## config.mk

```make
export PLATFORM = sky130hd
export DESIGN_NAME = hwake_ctrl
export DESIGN_NICKNAME = d
export VERILOG_FILES = /design/src/rtl/hwake_pkg.sv /design/src/rtl/hwake_sync.sv /design/src/rtl/hwake_timer.sv /design/src/rtl/hwake_fsm.sv /design/src/rtl/hwake_host_reg.sv /design/src/rtl/hwake_ctrl.sv
export SDC_FILE = /design/constraint.sdc
export NUM_CORES = 1
export LEC_CHECK = 0
export CAP_MARGIN = 10
export CELL_PAD_IN_SITES_DETAIL_PLACEMENT = 1
export CELL_PAD_IN_SITES_GLOBAL_PLACEMENT = 1
export CORE_MARGIN = 2
export CORE_UTILIZATION = 40
export DETAILED_ROUTE_END_ITERATION = 8
export DONT_BUFFER_PORTS = 1
export PLACE_DENSITY_LB_ADDON = 0.05
export SLEW_MARGIN = 20
export SYNTH_ARGS = -nofsm -noshare
export SYNTH_HDL_FRONTEND = slang
export SYNTH_SLANG_ARGS = --single-unit
```

## constraint.sdc

```tcl
create_clock -name clk -period 2 [get_ports clk]
set_clock_uncertainty 0.15 [all_clocks]
set_input_delay 0.1 -clock clk [delete_from_list [all_inputs] [get_ports clk]]
set_output_delay 0.1 -clock clk [all_outputs]
set_load 0.01 [all_outputs]
```

## src/rtl/hwake_pkg.sv

```systemverilog
`timescale 1ns/1ps
package hwake_pkg;

   // Register bit positions decoded by the host driver.
   localparam int unsigned BIT_CLK_RDY  = 0;
   localparam int unsigned BIT_INIT     = 2;
   localparam int unsigned BIT_WAKE     = 3;
   localparam int unsigned BIT_GTS      = 4;
   localparam int unsigned MODE_LSB     = 24;
   localparam int unsigned MODE_W       = 3;
   localparam int unsigned BIT_RFKILL   = 27;
   localparam int unsigned REG_W        = 32;

   typedef enum logic [1:0] {
      ST_ASLEEP   = 2'd0,
      ST_WAKING   = 2'd1,
      ST_AWAKE    = 2'd2,
      ST_SLEEPING = 2'd3
   } pwr_state_e;

   typedef enum logic [2:0] {
      PM_NONE       = 3'b000,
      PM_MAC_DOWN   = 3'b001,
      PM_RADIO_DOWN = 3'b010,
      PM_FAULT      = 3'b011
   } pwr_mode_e;

endpackage

```

## src/rtl/hwake_sync.sv

```systemverilog
`timescale 1ns/1ps
module hwake_sync #(
   parameter int unsigned STAGES = 2
) (
   input  logic clk,
   input  logic rst_n,
   input  logic din,
   output logic dout
);

   generate
      if (STAGES == 0) begin : g_bypass
         assign dout = din;
      end else if (STAGES == 1) begin : g_one
         logic q;
         always_ff @(posedge clk or negedge rst_n) begin
            if (!rst_n) q <= 1'b0;
            else        q <= din;
         end
         assign dout = q;
      end else begin : g_chain
         logic [STAGES-1:0] q;
         always_ff @(posedge clk or negedge rst_n) begin
            if (!rst_n) q <= '0;
            else        q <= {q[STAGES-2:0], din};
         end
         assign dout = q[STAGES-1];
      end
   endgenerate

endmodule

```

## src/rtl/hwake_timer.sv

```systemverilog
`timescale 1ns/1ps
module hwake_timer #(
   parameter int unsigned CNT_W = 4
) (
   input  logic             clk,
   input  logic             rst_n,
   input  logic             load,
   input  logic [CNT_W-1:0] load_val,
   output logic             done
);

   logic [CNT_W-1:0] cnt_q;

   always_ff @(posedge clk or negedge rst_n) begin
      if (!rst_n)              cnt_q <= '0;
      else if (load)           cnt_q <= load_val;
      else if (cnt_q != '0)    cnt_q <= cnt_q - 1'b1;
   end

   // Final cycle of the loaded window.
   assign done = (cnt_q == CNT_W'(1));

endmodule

```

## src/rtl/hwake_fsm.sv

```systemverilog
`timescale 1ns/1ps
module hwake_fsm
   import hwake_pkg::*;
#(
   parameter int unsigned WAKE_CYCLES  = 8,
   parameter int unsigned SLEEP_CYCLES = 4
) (
   input  logic       clk,
   input  logic       rst_n,
   input  logic       soft_rst,
   input  logic       init_done,
   input  logic       wake_hold,
   input  logic       fw_sleep_req,
   input  logic       rf_kill,
   output logic       clk_ready,
   output logic       going_sleep,
   output logic       access_ok,
   output logic [2:0] pwr_mode
);

   localparam int unsigned MAX_CYC = (WAKE_CYCLES > SLEEP_CYCLES) ? WAKE_CYCLES : SLEEP_CYCLES;
   localparam int unsigned CNT_W   = $clog2(MAX_CYC + 1);
   localparam logic [CNT_W-1:0] WAKE_LD  = CNT_W'(WAKE_CYCLES);
   localparam logic [CNT_W-1:0] SLEEP_LD = CNT_W'(SLEEP_CYCLES);

   pwr_state_e       st_q, st_nxt;
   logic             tmr_load, tmr_done, wake_need, acc_q;
   logic [CNT_W-1:0] tmr_val;

   hwake_timer #(.CNT_W(CNT_W)) u_timer (
      .clk      (clk),
      .rst_n    (rst_n),
      .load     (tmr_load),
      .load_val (tmr_val),
      .done     (tmr_done)
   );

   assign wake_need = init_done & (wake_hold | ~fw_sleep_req);

   always_comb begin
      st_nxt   = st_q;
      tmr_load = 1'b0;
      tmr_val  = WAKE_LD;
      if (soft_rst) begin
         st_nxt = ST_ASLEEP;
      end else begin
         unique case (st_q)
            ST_ASLEEP: begin
               if (wake_need) begin
                  st_nxt   = ST_WAKING;
                  tmr_load = 1'b1;
                  tmr_val  = WAKE_LD;
               end
            end
            ST_WAKING: begin
               if (!init_done)    st_nxt = ST_ASLEEP;
               else if (tmr_done) st_nxt = ST_AWAKE;
            end
            ST_AWAKE: begin
               if (!init_done) begin
                  st_nxt = ST_ASLEEP;
               end else if (fw_sleep_req && !wake_hold) begin
                  st_nxt   = ST_SLEEPING;
                  tmr_load = 1'b1;
                  tmr_val  = SLEEP_LD;
               end
            end
            ST_SLEEPING: begin
               if (!init_done)    st_nxt = ST_ASLEEP;
               else if (wake_hold) st_nxt = ST_AWAKE;
               else if (tmr_done) st_nxt = ST_ASLEEP;
            end
            default: st_nxt = ST_ASLEEP;
         endcase
      end
   end

   always_ff @(posedge clk or negedge rst_n) begin
      if (!rst_n) begin
         st_q  <= ST_ASLEEP;
         acc_q <= 1'b0;
      end else begin
         st_q  <= st_nxt;
         acc_q <= (st_nxt == ST_AWAKE);
      end
   end

   assign clk_ready   = (st_q == ST_AWAKE) || (st_q == ST_SLEEPING);
   assign going_sleep = (st_q == ST_SLEEPING);
   assign access_ok   = acc_q;

   always_comb begin
      if (!clk_ready)   pwr_mode = PM_MAC_DOWN;
      else if (rf_kill) pwr_mode = PM_RADIO_DOWN;
      else              pwr_mode = PM_NONE;
   end

endmodule

```

## src/rtl/hwake_host_reg.sv

```systemverilog
`timescale 1ns/1ps
module hwake_host_reg
   import hwake_pkg::*;
(
   input  logic             clk,
   input  logic             rst_n,
   input  logic             soft_rst,
   input  logic             wr_en,
   input  logic             wr_init,
   input  logic             wr_wake,
   input  logic             clk_ready,
   input  logic             going_sleep,
   input  logic [2:0]       pwr_mode,
   input  logic             rf_kill,
   output logic             init_done,
   output logic             wake_hold,
   output logic [REG_W-1:0] rdata
);

   always_ff @(posedge clk or negedge rst_n) begin
      if (!rst_n) begin
         init_done <= 1'b0;
         wake_hold <= 1'b0;
      end else if (soft_rst) begin
         init_done <= 1'b0;
         wake_hold <= 1'b0;
      end else if (wr_en) begin
         init_done <= wr_init;
         wake_hold <= wr_wake;
      end
   end

   always_comb begin
      rdata                       = '0;
      rdata[BIT_CLK_RDY]          = clk_ready;
      rdata[BIT_INIT]             = init_done;
      rdata[BIT_WAKE]             = wake_hold;
      rdata[BIT_GTS]              = going_sleep;
      rdata[MODE_LSB +: MODE_W]   = pwr_mode;
      rdata[BIT_RFKILL]           = rf_kill;
   end

endmodule

```

## src/rtl/hwake_ctrl.sv

```systemverilog
`timescale 1ns/1ps
module hwake_ctrl
   import hwake_pkg::*;
#(
   parameter int unsigned WAKE_CYCLES     = 8,
   parameter int unsigned SLEEP_CYCLES    = 4,
   parameter int unsigned RFK_SYNC_STAGES = 2
) (
   input  logic        clk,
   input  logic        rst_n,
   input  logic        soft_rst,
   input  logic        reg_wr_en,
   input  logic [31:0] reg_wdata,
   output logic [31:0] reg_rdata,
   input  logic        fw_sleep_req,
   input  logic        rf_kill_in,
   output logic        clk_ready,
   output logic        access_ok
);

   generate
      if (WAKE_CYCLES < 1) begin : g_bad_wake
         $error("hwake_ctrl: WAKE_CYCLES must be at least 1");
      end
      if (SLEEP_CYCLES < 1) begin : g_bad_sleep
         $error("hwake_ctrl: SLEEP_CYCLES must be at least 1");
      end
      if (RFK_SYNC_STAGES > 4) begin : g_bad_sync
         $error("hwake_ctrl: RFK_SYNC_STAGES must be 4 or less");
      end
   endgenerate

   logic       rfk_s, init_done, wake_hold, going_sleep;
   logic [2:0] pwr_mode;
   logic       unused_wdata_bits;

   assign unused_wdata_bits = ^{reg_wdata[31:BIT_WAKE+1], reg_wdata[BIT_INIT-1:0]};

   hwake_sync #(.STAGES(RFK_SYNC_STAGES)) u_rfk_sync (
      .clk   (clk),
      .rst_n (rst_n),
      .din   (rf_kill_in),
      .dout  (rfk_s)
   );

   hwake_host_reg u_reg (
      .clk         (clk),
      .rst_n       (rst_n),
      .soft_rst    (soft_rst),
      .wr_en       (reg_wr_en),
      .wr_init     (reg_wdata[BIT_INIT]),
      .wr_wake     (reg_wdata[BIT_WAKE]),
      .clk_ready   (clk_ready),
      .going_sleep (going_sleep),
      .pwr_mode    (pwr_mode),
      .rf_kill     (rfk_s),
      .init_done   (init_done),
      .wake_hold   (wake_hold),
      .rdata       (reg_rdata)
   );

   hwake_fsm #(
      .WAKE_CYCLES  (WAKE_CYCLES),
      .SLEEP_CYCLES (SLEEP_CYCLES)
   ) u_fsm (
      .clk          (clk),
      .rst_n        (rst_n),
      .soft_rst     (soft_rst),
      .init_done    (init_done),
      .wake_hold    (wake_hold),
      .fw_sleep_req (fw_sleep_req),
      .rf_kill      (rfk_s),
      .clk_ready    (clk_ready),
      .going_sleep  (going_sleep),
      .access_ok    (access_ok),
      .pwr_mode     (pwr_mode)
   );

endmodule

```

# After elaboration in Yosys (flattened, before gate mapping)
# Cells that the tools add are included.
# word_totals
regBits	11
latchBits	0
mem_bits_rw	0
romBits	0
out_inout_bits	34
memories	0
# op_classes
add_sub_neg	1
mul	0
div_mod_pow	0
magnitude_cmp	0
n_eq_ne	5
shifts	0
n_mux	27
bitwise_logic	3
reduce_logical	7
# ops
operator	count
two-way mux 4 bit	6
two-way mux 2 bit	10
two-way mux 1 bit	8
case mux 2 bit (4 select lines)	1
equality test 2 bit (second input constant)	3
equality test 4 x 1 -> 1 bit (second input constant)	1
nonzero test 2 bit	2
nonzero test 4 bit	1
subtractor 4 x 1 -> 4 bit (second input constant)	1
two-way mux 3 bit	1
equality test 2 x 1 -> 1 bit (second input constant)	1
zero test 2 bit	1
case mux 1 bit (2 select lines)	1
AND 1 bit	1
logical AND 1 bit	1
zero test 1 bit	1
logical OR 1 bit	1
NOT 1 bit	1
bitwise OR 1 bit	1

# Depth between registers and ports, before layout
# Gate-level depths: netlist of run 1.
# logic_depth
word_depth	7
depth_mapped	6
ltp_nobuf	6

# By module
# From an unflattened synthesis of run 1, not the netlist that was laid out.
# unflattened
hier_cells	92
area_unflattened_um2	877.1
# modules_own_cells
module	instances	cells_per_inst	area_per_inst_um2	seq_area_each_um2
hwake_host_reg	1	39	321.6	50.0
hwake_timer	1	24	265.3	100.1
hwake_fsm	1	27	240.2	75.1
hwake_sync	1	2	50.0	50.0

# Least setup slack after synthesis of run 1
# No wires, ideal clock.
# synth_timing
path_kind	reg-to-reg
from	register u_fsm.st_q[1]
to	register u_fsm.u_timer.cnt_q[2]
setup_ns	0.125
arrival_ns	1.272
required_time_ns	1.725
setup_slack_ns	0.453
path_stages_with_launch	5
synth_period_minus_slack_ns	1.547
cell_sequence	dfrtp_1 -> inv_2 -> xnor2_1 -> or3_4 -> mux2_4
# synth_via
elab_chain_len	4
# synth_rtl
item	line	rtl
from (decl)	hwake_fsm.sv:26	pwr_state_e st_q, st_nxt;
from (signal assigned)	hwake_fsm.sv:83	st_q <= st_nxt;
equality test 2 bit / zero test 2 bit (equally long branches)	hwake_fsm.sv:47	unique case (st_q)
case mux 1 bit (2 select lines) / two-way mux 4 bit (equally long branches)	n/a	
two-way mux 1 bit / two-way mux 4 bit (equally long branches)	hwake_fsm.sv:44	if (soft_rst) begin
two-way mux 4 bit / nonzero test 2 bit (equally long branches)	n/a	
to (signal assigned)	hwake_timer.sv:16	else if (load) cnt_q <= load_val;
to (signal assigned)	hwake_timer.sv:17	else if (cnt_q != '0) cnt_q <= cnt_q - 1'b1;
to (decl)	hwake_timer.sv:12	logic [CNT_W-1:0] cnt_q;
# Parallel ways exist; a longest one is shown, timed or not.
# A chain may end at the register's enable or synchronous reset.

# Final worst setup path of run 1
# layout_timing
from	register u_reg.wake_hold
to	register u_fsm.u_timer.cnt_q[2]
# layout_via
elab_chain_len	7
# layout_rtl
item	line	rtl
from (decl)	hwake_host_reg.sv:16	output logic wake_hold,
from (signal assigned)	hwake_host_reg.sv:29	wake_hold <= wr_wake;
zero test 1 bit	hwake_fsm.sv:62	end else if (fw_sleep_req && !wake_hold) begin
logical AND 1 bit	hwake_fsm.sv:62	
two-way mux 1 bit / two-way mux 4 bit (equally long branches)	hwake_fsm.sv:62	
two-way mux 1 bit / two-way mux 4 bit (equally long branches)	hwake_fsm.sv:60	if (!init_done) begin
case mux 1 bit (2 select lines) / two-way mux 4 bit (equally long branches)	n/a	
two-way mux 1 bit / two-way mux 4 bit (equally long branches)	hwake_fsm.sv:44	
two-way mux 4 bit / nonzero test 2 bit (equally long branches)	n/a	
# Parallel ways exist; a longest one is shown, timed or not.

==> results of run 1 <==
area by class of cell:
cell class | count | area, um2
Clock buffer | 4 | 26.28
Fill cell | 242 | 1126
Inverter | 5 | 18.77
Multi-Input combinational cell | 61 | 364.1
Sequential cell | 11 | 275.3
Tap cell | 27 | 33.78
Timing Repair Buffer | 8 | 77.57
synthesized netlist by cell type:
| master | count | area, um2 |
|---|---|---|
| or3_4 | 1 | 11.26 |
| mux2i_1 | 3 | 30.03 |
| a21oi_1 | 1 | 5.000 |
| conb_1 | 1 | 3.750 |
| inv_1 | 4 | 15.01 |
| nand2_1 | 2 | 7.510 |
| and2_1 | 1 | 6.260 |
| and3_2 | 1 | 7.510 |
| o211a_1 | 1 | 10.01 |
| a2111oi_0 | 1 | 8.760 |
| nand3_1 | 1 | 5.000 |
| nor2_1 | 5 | 18.77 |
| and3_1 | 1 | 6.260 |
| ha_1 | 3 | 37.54 |
| o21ai_0 | 2 | 10.01 |
| xnor2_1 | 2 | 17.52 |
| inv_2 | 1 | 3.750 |
| clkbuf_1 | 1 | 3.750 |
| buf_4 | 30 | 225.2 |
| a31oi_1 | 1 | 6.260 |
| nor3_1 | 1 | 5.000 |
| nand2b_1 | 2 | 12.51 |
| or3_1 | 1 | 6.260 |
| nor2b_4 | 1 | 13.76 |
| nor3b_1 | 1 | 7.510 |
| dfrtp_1 | 11 | 275.3 |
| o21bai_1 | 1 | 7.510 |
| mux2_4 | 1 | 15.01 |
| and2_2 | 2 | 15.01 |
how the worst max path moves through the flow:
stage,from,depth (start not counted),slack (ns),end
2_1_floorplan,u_fsm.st_q[1]$_DFF_PN0_,4,0.45,u_fsm.u_timer.cnt_q[2]$_DFFE_PN0P_
3_3_place_gp,u_reg.wake_hold$_DFFE_PN0P_,4,0.39,u_fsm.u_timer.cnt_q[2]$_DFFE_PN0P_
3_5_place_dp,u_reg.wake_hold$_DFFE_PN0P_,4,0.37,u_fsm.u_timer.cnt_q[2]$_DFFE_PN0P_
4_1_cts,u_reg.wake_hold$_DFFE_PN0P_,4,0.36,u_fsm.u_timer.cnt_q[2]$_DFFE_PN0P_
5_1_grt,u_reg.wake_hold$_DFFE_PN0P_,4,0.32,u_fsm.u_timer.cnt_q[2]$_DFFE_PN0P_
6_report,u_reg.wake_hold$_DFFE_PN0P_,4,0.37,u_fsm.u_timer.cnt_q[2]$_DFFE_PN0P_
cell families after synthesis:
logic type,Yosys count,synth area share [%]
AND/OR/NAND/NOR,20,15.38
AO/OA/AOI/OAI,7,5.966
multiplexers,4,5.651
XOR/XNOR,2,2.198
adder cells (fa/ha/maj),3,4.710
other,1,0.4705
flip-flops,11,34.54
buffers and inverters,36,31.08
through the flow:
step	area (um2)	utilization [%]	hold slack [ns]	total power [mW]	worst slack (ns)
6_report	795.8	41.41	0.08731	0.7202	0.3725
5_1_grt	795.8	41.41	0.1268	0.7952	0.3187
4_1_cts	795.8	41.41	0.09963	0.7361	0.3553
3_5_place_dp	699.4	36.39	-0.3453	0.5660	0.3725
3_3_place_gp	699.4	36.39	-0.3452	0.5636	0.3883
2_1_floorplan	887.1	-	-0.3456	0.5585	0.4532
power groups by stage:
stage / clock network (mW) / logic, mW / registers, mW
finish: 0.148 / 0.264 / 0.308
CTS: 0.155 / 0.271 / 0.310
floorplan: 0 / 0.257 / 0.302
detailed placement: 0 / 0.252 / 0.314
global route: 0.168 / 0.312 / 0.315
global placement: 0 / 0.250 / 0.314
worst max-delay path, stage by stage, from the launching register on:
cell	delay, ns
dfrtp_1	0.46
nor2b_4	0.16
xnor2_1	0.07
or3_4	0.36
mux2_4	0.31
routing by layer:
layer	track usage, %	up-vias
met2	19.63	17
met1	11.11	230
met3	3.704	0
li1	-	224
met4	2.857	0
met5	0	-
sequential cells by signal, summed over array words and instances, names as in the netlist:
signal and cells:
u_fsm.u_timer.cnt_q 4, u_fsm.st_q 2, u_rfk_sync.g_chain.q 2, u_fsm.access_ok 1, u_reg.init_done 1, u_reg.wake_hold 1
==> out/results.tsv, run 1 <==
stage	metric	value	unit
outcome	status	finished, final reports clean	
route	drtIter0Drc	4	
finish	syn2layout_area_growth	-0.1570	%
setup_path	worstPathArrival	1.63	ns
die	coreArea	0.001922	mm2
route	wl_per_cell	10.47	um
clock_tree	clockBufferDepth	2	
setup_path	rr_endpoint	u_fsm.u_timer.cnt_q[2]$_DFFE_PN0P_	
clock_tree	path_clk_slew	0.07	ns
setup_path	ff2ff_path_depth	4	
setup_path	worstPathMaxFanout	4	
synth	postSynthAreaPerCell	9.488	um2
grt	grt_pass1_vias	487	
timing	finalCritPeriodShare	81.37	%
finish	most-common-layout-cells	conb_1, dfrtp_1, dlygate4sd3_1	
placement	dp_hpwl	964.7	um
power_and_ir_drop	switchingPower	0.2423	mW
timing	finalSetupViolCount	0	
die	dieArea	0.002365	mm2
synth	ys_warn_count	0	
route	viasPerCell	4.060	
clock_tree	postCtsHoldBufs	7	
synth	synth-seq-area-share	34.54	%
die	die_y	48.64	um
placement	placed_cells	105	
route	drtPass1Iterations	2	
die	die-width	48.64	um
setup_path	required	2.00	ns
power_and_ir_drop	p_int	0.4778	mW
finish	diodes	0	
power_and_ir_drop	ir_drop	0.4583	mV
min_path	hp-class	in2async	
flow_run	maxCapViolCount	0	
finish	nets	131	
route	met1_length	476	um
route	highest_layer	met3	
clock_tree	h-tree-depth	1	
power_and_ir_drop	pwr-share-seq	42.8	%
setup_path	setup.worst_path.end_class	flip-flop	
timing	slew_headroom	65.91	%
setup_path	crit-reg2reg-launch	u_reg.wake_hold$_DFFE_PN0P_	
route	antenna_left	0	
finish	drive_above_1_share	12.36	%
clock_tree	cts_tree	done	
setup_path	crit_type	reg2reg	
grt	grt_usage	10.54	%
power_and_ir_drop	swShare	33.65	%
setup_path	ff2ff_setup_slack	0.37	ns
grt	globalRoute.totalOverflow	0	
synth	yosysUniqueCellTypes	29	
clock_tree	cts_buffers	3	
synth	synth_area	797.0	um2
synth	ys_ff_latch	11	
timing	drv_slew	0	
die	io_pins	72	
power_and_ir_drop	p_clk_share	20.6	%
timing	rsz0062_at_grt	false	
route	num_vias	471	
timing	worst_pin_slew	0.4984	ns
die	initial_core_util	41.47	%
finish	finalNonFillerCells	116	
timing	fmaxAchievable	614.5	MHz
timing	setup_tns	0	ns
grt	grt_max_degree	12	
placement	place.gp.congestion	0.7110	
grt	antenna_found_initial	0	
power_and_ir_drop	p_comb_share	36.7	%
clock_tree	cts_root_buf	clkbuf_4	
clock_tree	ctsResizeCount	0	
route	route.detailed.drc	0	
clock_tree	clk_latency	0.26	ns
timing	hold_viol_final	0	
grt	grt_pass1_wl	1938	um
power_and_ir_drop	p_leak	0.4290	nW
route	drt_wl_total	1214	um
setup_path	start_kind	flip-flop	
timing	period_minus_slack	1.627	ns
clock_tree	cts.sinks	11	
route	met2_length	656	um
finish	final_common_cell	conb_1	
route	wl_met3	81	um
placement	io_buffers	0	
power_and_ir_drop	p_per_area	905.0	mW/mm2
die	num_rows	16	
clock_tree	post_cts_buffers	0	
synth	synthCells	84	
(Power assumes the default switching activity.)
==> run 2, diff against run 1 <==
--- a/config.mk
+++ b/config.mk
@@ -9,7 +9,7 @@
 export CELL_PAD_IN_SITES_DETAIL_PLACEMENT = 1
 export CELL_PAD_IN_SITES_GLOBAL_PLACEMENT = 1
 export CORE_MARGIN = 2
-export CORE_UTILIZATION = 40
+export CORE_UTILIZATION = 36
 export DETAILED_ROUTE_END_ITERATION = 8
 export DONT_BUFFER_PORTS = 1
 export PLACE_DENSITY_LB_ADDON = 0.05
==> constraint.sdc (replaced) <==
create_clock -name clk -period 1.4 [get_ports clk]
set_clock_uncertainty 0.15 [all_clocks]
set_input_delay 0.07 -clock clk [delete_from_list [all_inputs] [get_ports clk]]
set_output_delay 0.07 -clock clk [all_outputs]
set_load 0.01 [all_outputs]
==> run 2 against run 1 <==
- the run now ends with negative setup slack left
- non-clock buffer count is 12 higher
- hold slack worse by 0.039 ns
- flip-flop and latch count stayed put
- wire length is 17% higher
- final cell count is 11% higher
- sequential power is 45% higher
- total power is 62% higher
- via count is 13% higher
==> out/results.tsv, run 2 (synthesized netlist as in run 1, its figures left out) <==
stage	metric	value	unit
outcome	status	complete, but fails checks	
outcome	violations	negative setup slack	
clock_tree	cts.sinks	11	
timing	setup_ws	-0.1066	ns
min_path	hp-class	in2async	
finish	syn2layout_area_growth	13.19	%
setup_path	critical-path-top-delay-family	simple AND/OR/NAND/NOR gates	
route	drtIter0Drc	5	
finish	reg_top3	u_fsm.u_timer.cnt_q (4), u_fsm.st_q (2), u_rfk_sync.g_chain.q (2)	
setup_path	start_kind	primary input	
placement	dp_hpwl	1127	um
setup_path	setup.worst_path.end_class	flip-flop	
timing	worst_pin_slew	0.5033	ns
clock_tree	clk_latency	0.27	ns
grt	grt_use_met2	23.81	%
die	die_y	51.05	um
setup_path	rr_endpoint	u_fsm.u_timer.cnt_q[2]$_DFFE_PN0P_	
finish	most-common-layout-cells	conb_1, buf_4, dfrtp_1	
clock_tree	clockBufferDepth	2	
route	antenna_left	0	
power_and_ir_drop	ir_drop	0.6324	mV
placement	placed_area	790.8	um2
finish	final_common_cell	conb_1	
timing	fmaxAchievable	663.8	MHz
timing	finalSetupViolCount	5	
timing	period_minus_slack	1.507	ns
route	route.detailed.drc	0	
setup_path	crit_path_max_incr_delay	0.57	ns
grt	grt_pass1_vias	548	
setup_path	worst-path-buf-inv	1	
setup_path	required	1.41	ns
timing	finalCritPeriodShare	107.6	%
die	initial_core_util	37.10	%
setup_path	ff2ff_path_depth	4	
power_and_ir_drop	p_per_area	1297	mW/mm2
finish	multi_input_area	374.1	um2
flow_run	maxCapViolCount	0	
timing	hold_viol_final	0	
setup_path	cp_slowest_cell	dlygate4sd3_1	
grt	grt_max_degree	12	
finish	diodes	0	
route	wl_per_cell	10.98	um
grt	grt_pass1_wl	2401	um
timing	holdWs	0.04836	ns
timing	drv_slew	0	
setup_path	crit_type	in2reg	
finish	drive_above_1_share	28.71	%
setup_path	crit-reg2reg-launch	u_reg.wake_hold$_DFFE_PN0P_	
timing	rsz0062_at_grt	true	
placement	place.gp.congestion	0.7324	
grt	grt_usage	12.93	%
die	die-width	51.05	um
die	io_pins	72	
finish	fillers	262	
setup_path	ff2ff_setup_slack	-0.10	ns
finish	final_area	902.1	um2
clock_tree	cts_buffers	3	
die	coreArea	0.002148	mm2
placement	io_buffers	0	
route	drtPass1Iterations	2	
die	num_rows	17	
grt	grt_util_met1	12.41	%
die	dieArea	0.002606	mm2
route	num_vias	531	
timing	slew_headroom	66.34	%
grt	globalRoute.totalOverflow	0	
setup_path	cp_cell_sequence	dlygate4sd3_1, nand2b_1, or3_4, mux2_4	
grt	busiest_layer	met2	
finish	largest_reg_flops	4	
finish	largest-register	u_fsm.u_timer.cnt_q	
power_and_ir_drop	p_leak	0.4824	nW
grt	antenna_found_initial	0	
clock_tree	h-tree-depth	1	
route	viasPerCell	4.116	
finish	seq_area	275.3	um2
grt	use_met3	3.801	%
clock_tree	path_clk_slew	0.08	ns
setup_path	worstPathMaxFanout	3	
finish	nets	143	
setup_path	worstPathArrival	1.52	ns
route	drt_wl_total	1417	um
clock_tree	cts_tree	done	
clock_tree	cts_root_buf	clkbuf_4	
## run 2: worst reg2reg max path, cell delays in order, from the launching register on
cell	delay, ns
dfrtp_1	0.41
nor2b_4	0.14
xnor2_1	0.07
or3_4	0.33
mux2_4	0.30
## run 2: power breakdown
part	switching, mW	internal, mW
Clock	0.117	0.106
Combinational	0.230	0.271
Sequential	0.0590	0.387
## run 2: worst max-delay path by stage
stage                                startpoint                                 end  slack [ns]  cells past startpoint
finish                                 soft_rst  u_fsm.u_timer.cnt_q[2]$_DFFE_PN0P_       -0.11                      4
global route        u_reg.wake_hold$_DFFE_PN0P_  u_fsm.u_timer.cnt_q[2]$_DFFE_PN0P_       -0.14                      4
CTS                 u_reg.wake_hold$_DFFE_PN0P_  u_fsm.u_timer.cnt_q[2]$_DFFE_PN0P_       -0.11                      4
detailed placement  u_reg.wake_hold$_DFFE_PN0P_  u_fsm.u_timer.cnt_q[2]$_DFFE_PN0P_        -0.1                      4
global placement    u_reg.wake_hold$_DFFE_PN0P_  u_fsm.u_timer.cnt_q[2]$_DFFE_PN0P_       -0.07                      4
floorplan               u_fsm.st_q[1]$_DFF_PN0_  u_fsm.u_timer.cnt_q[2]$_DFFE_PN0P_       -0.15                      4
## run 2: repair_timing
item                                    CTS  global route
resized for setup                         4             2
cloned                                    0             0
hold buffers                              7             0
pin swaps                                 3             0
hold endpoints to repair                 15             0
buffers inserted                          0             0
endpoints found under the setup margin    7             7
## run 2: final cells by class
type / count / share of cell area [%]
Sequential cell: 11 / 30.51
Multi-Input combinational cell: 61 / 41.47
Tap cell: 28 / 3.883
Clock inverter: 1 / 0.5548
Clock buffer: 3 / 2.497
Inverter: 5 / 2.080
Timing Repair Buffer: 20 / 19.00
## run 2: metrics by stage
step | util [%] | TNS [ns] | instances | power [mW] | worst slack [ns]
final | 41.99 | -0.3441 | 129 | 1.170 | -0.1066
after global routing | 41.99 | -0.6752 | 129 | 1.279 | -0.1421
after floorplan | - | -0.1468 | 108 | 0.7978 | -0.1468
after detailed placement | 36.81 | -0.3300 | 118 | 0.9095 | -0.09573
after global placement | 36.81 | -0.2065 | 118 | 0.9074 | -0.07441
after CTS | 41.88 | -0.3628 | 129 | 1.169 | -0.1085
## run 2: layer usage
layer,vias up,wire length (um)
li1,253,-
met1,259,491
met5,-,0
met2,17,825
met4,0,9
met3,2,91
==> run 3, diff against run 2 <==
--- a/config.mk
+++ b/config.mk
@@ -12,7 +12,7 @@
 export CORE_UTILIZATION = 36
 export DETAILED_ROUTE_END_ITERATION = 8
 export DONT_BUFFER_PORTS = 1
-export PLACE_DENSITY_LB_ADDON = 0.05
+export PLACE_DENSITY = 0.71
 export SLEW_MARGIN = 20
 export SYNTH_ARGS = -nofsm -noshare
 export SYNTH_HDL_FRONTEND = slang
==> run 3 against run 2 <==
- flip-flop and latch count unchanged
- sequential share of layout area about the same
- clock-buffer cell count unchanged
- combinational power decreased by 3%
- non-clock buffer count decreased by 3
- fmax decreased by 1.7%
- the run still ends with negative setup slack left
- critical endpoint unchanged
- critical path type is now reg2reg
- wire length increased by 7.7%
==> out/results.tsv, run 3 (synthesized netlist as in run 1, its figures left out) <==
stage	metric	value	unit
clock_tree	h-tree-depth	1	
finish	most-common-layout-cells	conb_1, dfrtp_1, buf_4	
route	num_vias	527	
timing	holdWs	0.04280	ns
route	route.detailed.drc	0	
die	die-width	51.05	um
finish	syn2layout_area_growth	13.34	%
outcome	violations	negative setup slack	
route	drt_wl_total	1526	um
power_and_ir_drop	ir_drop	0.5396	mV
placement	dp_hpwl	1138	um
finish	finalNonFillerCells	126	
clock_tree	path_clk_slew	0.08	ns
die	dieArea	0.002606	mm2
route	viasPerCell	4.183	
route	drtIter0Drc	1	
clock_tree	cts_root_buf	clkbuf_4	
timing	finalCritPeriodShare	109.5	%
finish	largest-register	u_fsm.u_timer.cnt_q	
clock_tree	cts.sinks	11	
grt	grt_usage	12.51	%
setup_path	start_kind	flip-flop	
grt	busiest_layer	met2	
grt	grt_use_met2	25.97	%
min_path	hp-class	in2async	
finish	diodes	0	
clock_tree	clk_latency	0.27	ns
route	drtPass1Iterations	2	
placement	placed_area	768.2	um2
finish	reg_top3	u_fsm.u_timer.cnt_q (4), u_fsm.st_q (2), u_rfk_sync.g_chain.q (2)	
die	initial_core_util	37.10	%
timing	slew_headroom	66.37	%
setup_path	worstPathMaxFanout	3	
timing	finalSetupViolCount	4	
setup_path	setup.worst_path.end_class	flip-flop	
clock_tree	post_cts_buffers	0	
timing	fmaxAchievable	652.4	MHz
grt	grt_pass1_wl	2352	um
finish	final_area	903.4	um2
die	io_pins	72	
timing	hold_viol_final	0	
die	num_rows	17	
placement	place.gp.congestion	0.7017	
power_and_ir_drop	p_leak	0.4776	nW
finish	fillers	256	
grt	grt_util_met1	10.60	%
route	wl_per_cell	12.11	um
outcome	status	complete, but fails checks	
timing	period_minus_slack	1.533	ns
finish	largest_reg_flops	4	
finish	multi_input_area	401.6	um2
timing	drv_slew	0	
grt	grt_max_degree	12	
die	die_y	51.05	um
die	coreArea	0.002148	mm2
timing	setup_ws	-0.1328	ns
grt	antenna_found_initial	0	
timing	rsz0062_at_grt	true	
grt	globalRoute.totalOverflow	0	
finish	nets	140	
clock_tree	clockBufferDepth	2	
route	antenna_left	0	
clock_tree	cts_buffers	3	
finish	seq_area	275.3	um2
finish	fin_util	42.05	%
setup_path	required	1.41	ns
finish	final_common_cell	conb_1	
flow_run	maxCapViolCount	0	
setup_path	worstPathArrival	1.54	ns
grt	use_met3	3.509	%
power_and_ir_drop	p_per_area	1269	mW/mm2
grt	grt_pass1_vias	548	
placement	io_buffers	0	
setup_path	crit_type	reg2reg	
clock_tree	cts_tree	done	
placement	placed_cells	115	
timing	worst_pin_slew	0.5027	ns
finish	drive_above_1_share	27.55	%
run 3: cell count changes in the layout (fill, tap and decap cells not counted), sizes merged:
cell / previous run / this run
buf: 13 / 10
run 3: worst paths after layout:
| check | endpoint | cells past startpoint | slack (ns) | from |
|---|---|---|---|---|
| min | u_reg.init_done$_DFFE_PN0P_ | 1 | 0.04 | rst_n |
| min reg2reg | u_rfk_sync.g_chain.q[1]$_DFF_PN0_ | 0 | 0.20 | u_rfk_sync.g_chain.q[0]$_DFF_PN0_ |
| max in group asynchronous | u_fsm.u_timer.cnt_q[2]$_DFFE_PN0P_ | 1 | 0.72 | rst_n |
| max | u_fsm.u_timer.cnt_q[2]$_DFFE_PN0P_ | 4 | -0.13 | u_reg.wake_hold$_DFFE_PN0P_ |
| min in group clk | u_fsm.u_timer.cnt_q[3]$_DFFE_PN0P_ | 3 | 0.08 | fw_sleep_req |
| max reg2reg | u_fsm.u_timer.cnt_q[2]$_DFFE_PN0P_ | 4 | -0.13 | u_reg.wake_hold$_DFFE_PN0P_ |
run 3: per-layer routing:
layer,up-vias,wire [um]
met2,22,940
li1,243,-
met1,260,480
met3,2,91
met4,0,13
met5,-,0
run 3: metrics by stage:
step	setup WS, ns	TNS, ns	total power, mW
after floorplan	-0.1468	-0.1468	0.7978
after global placement	-0.07766	-0.2140	0.8515
after detailed placement	-0.1106	-0.3550	0.8798
after CTS	-0.1429	-0.4340	1.138
after global routing	-0.1708	-0.5685	1.255
final	-0.1328	-0.3875	1.146
run 3: final cells by class:
| class | count | area share, % |
|---|---|---|
| multi-input cells | 61 | 44.46 |
| inverters | 5 | 2.078 |
| clock inverters | 1 | 0.5540 |
| repair buffers | 17 | 16.07 |
| flip-flops and latches | 11 | 30.47 |
| well taps | 28 | 3.878 |
| clock buffers | 3 | 2.493 |
run 3: worst max-delay path, stage by stage, from the launching register on:
cell and delay, ns:
dfrtp_1 0.41, nor2b_4 0.13, xnor2_1 0.08, or3_4 0.34
mux2_4 0.31
run 3: power by group:
part	leakage (nW)	switching, mW	internal, mW
Combinational	0.320	0.244	0.241
Clock	0.0177	0.118	0.106
Sequential	0.139	0.0504	0.387
run 3: repair_timing:
action,4_1_cts,5_1_grt
gates resized for setup,3,8
hold buffers,7,0
setup endpoints to repair,5,7
endpoints found under the hold margin,15,0
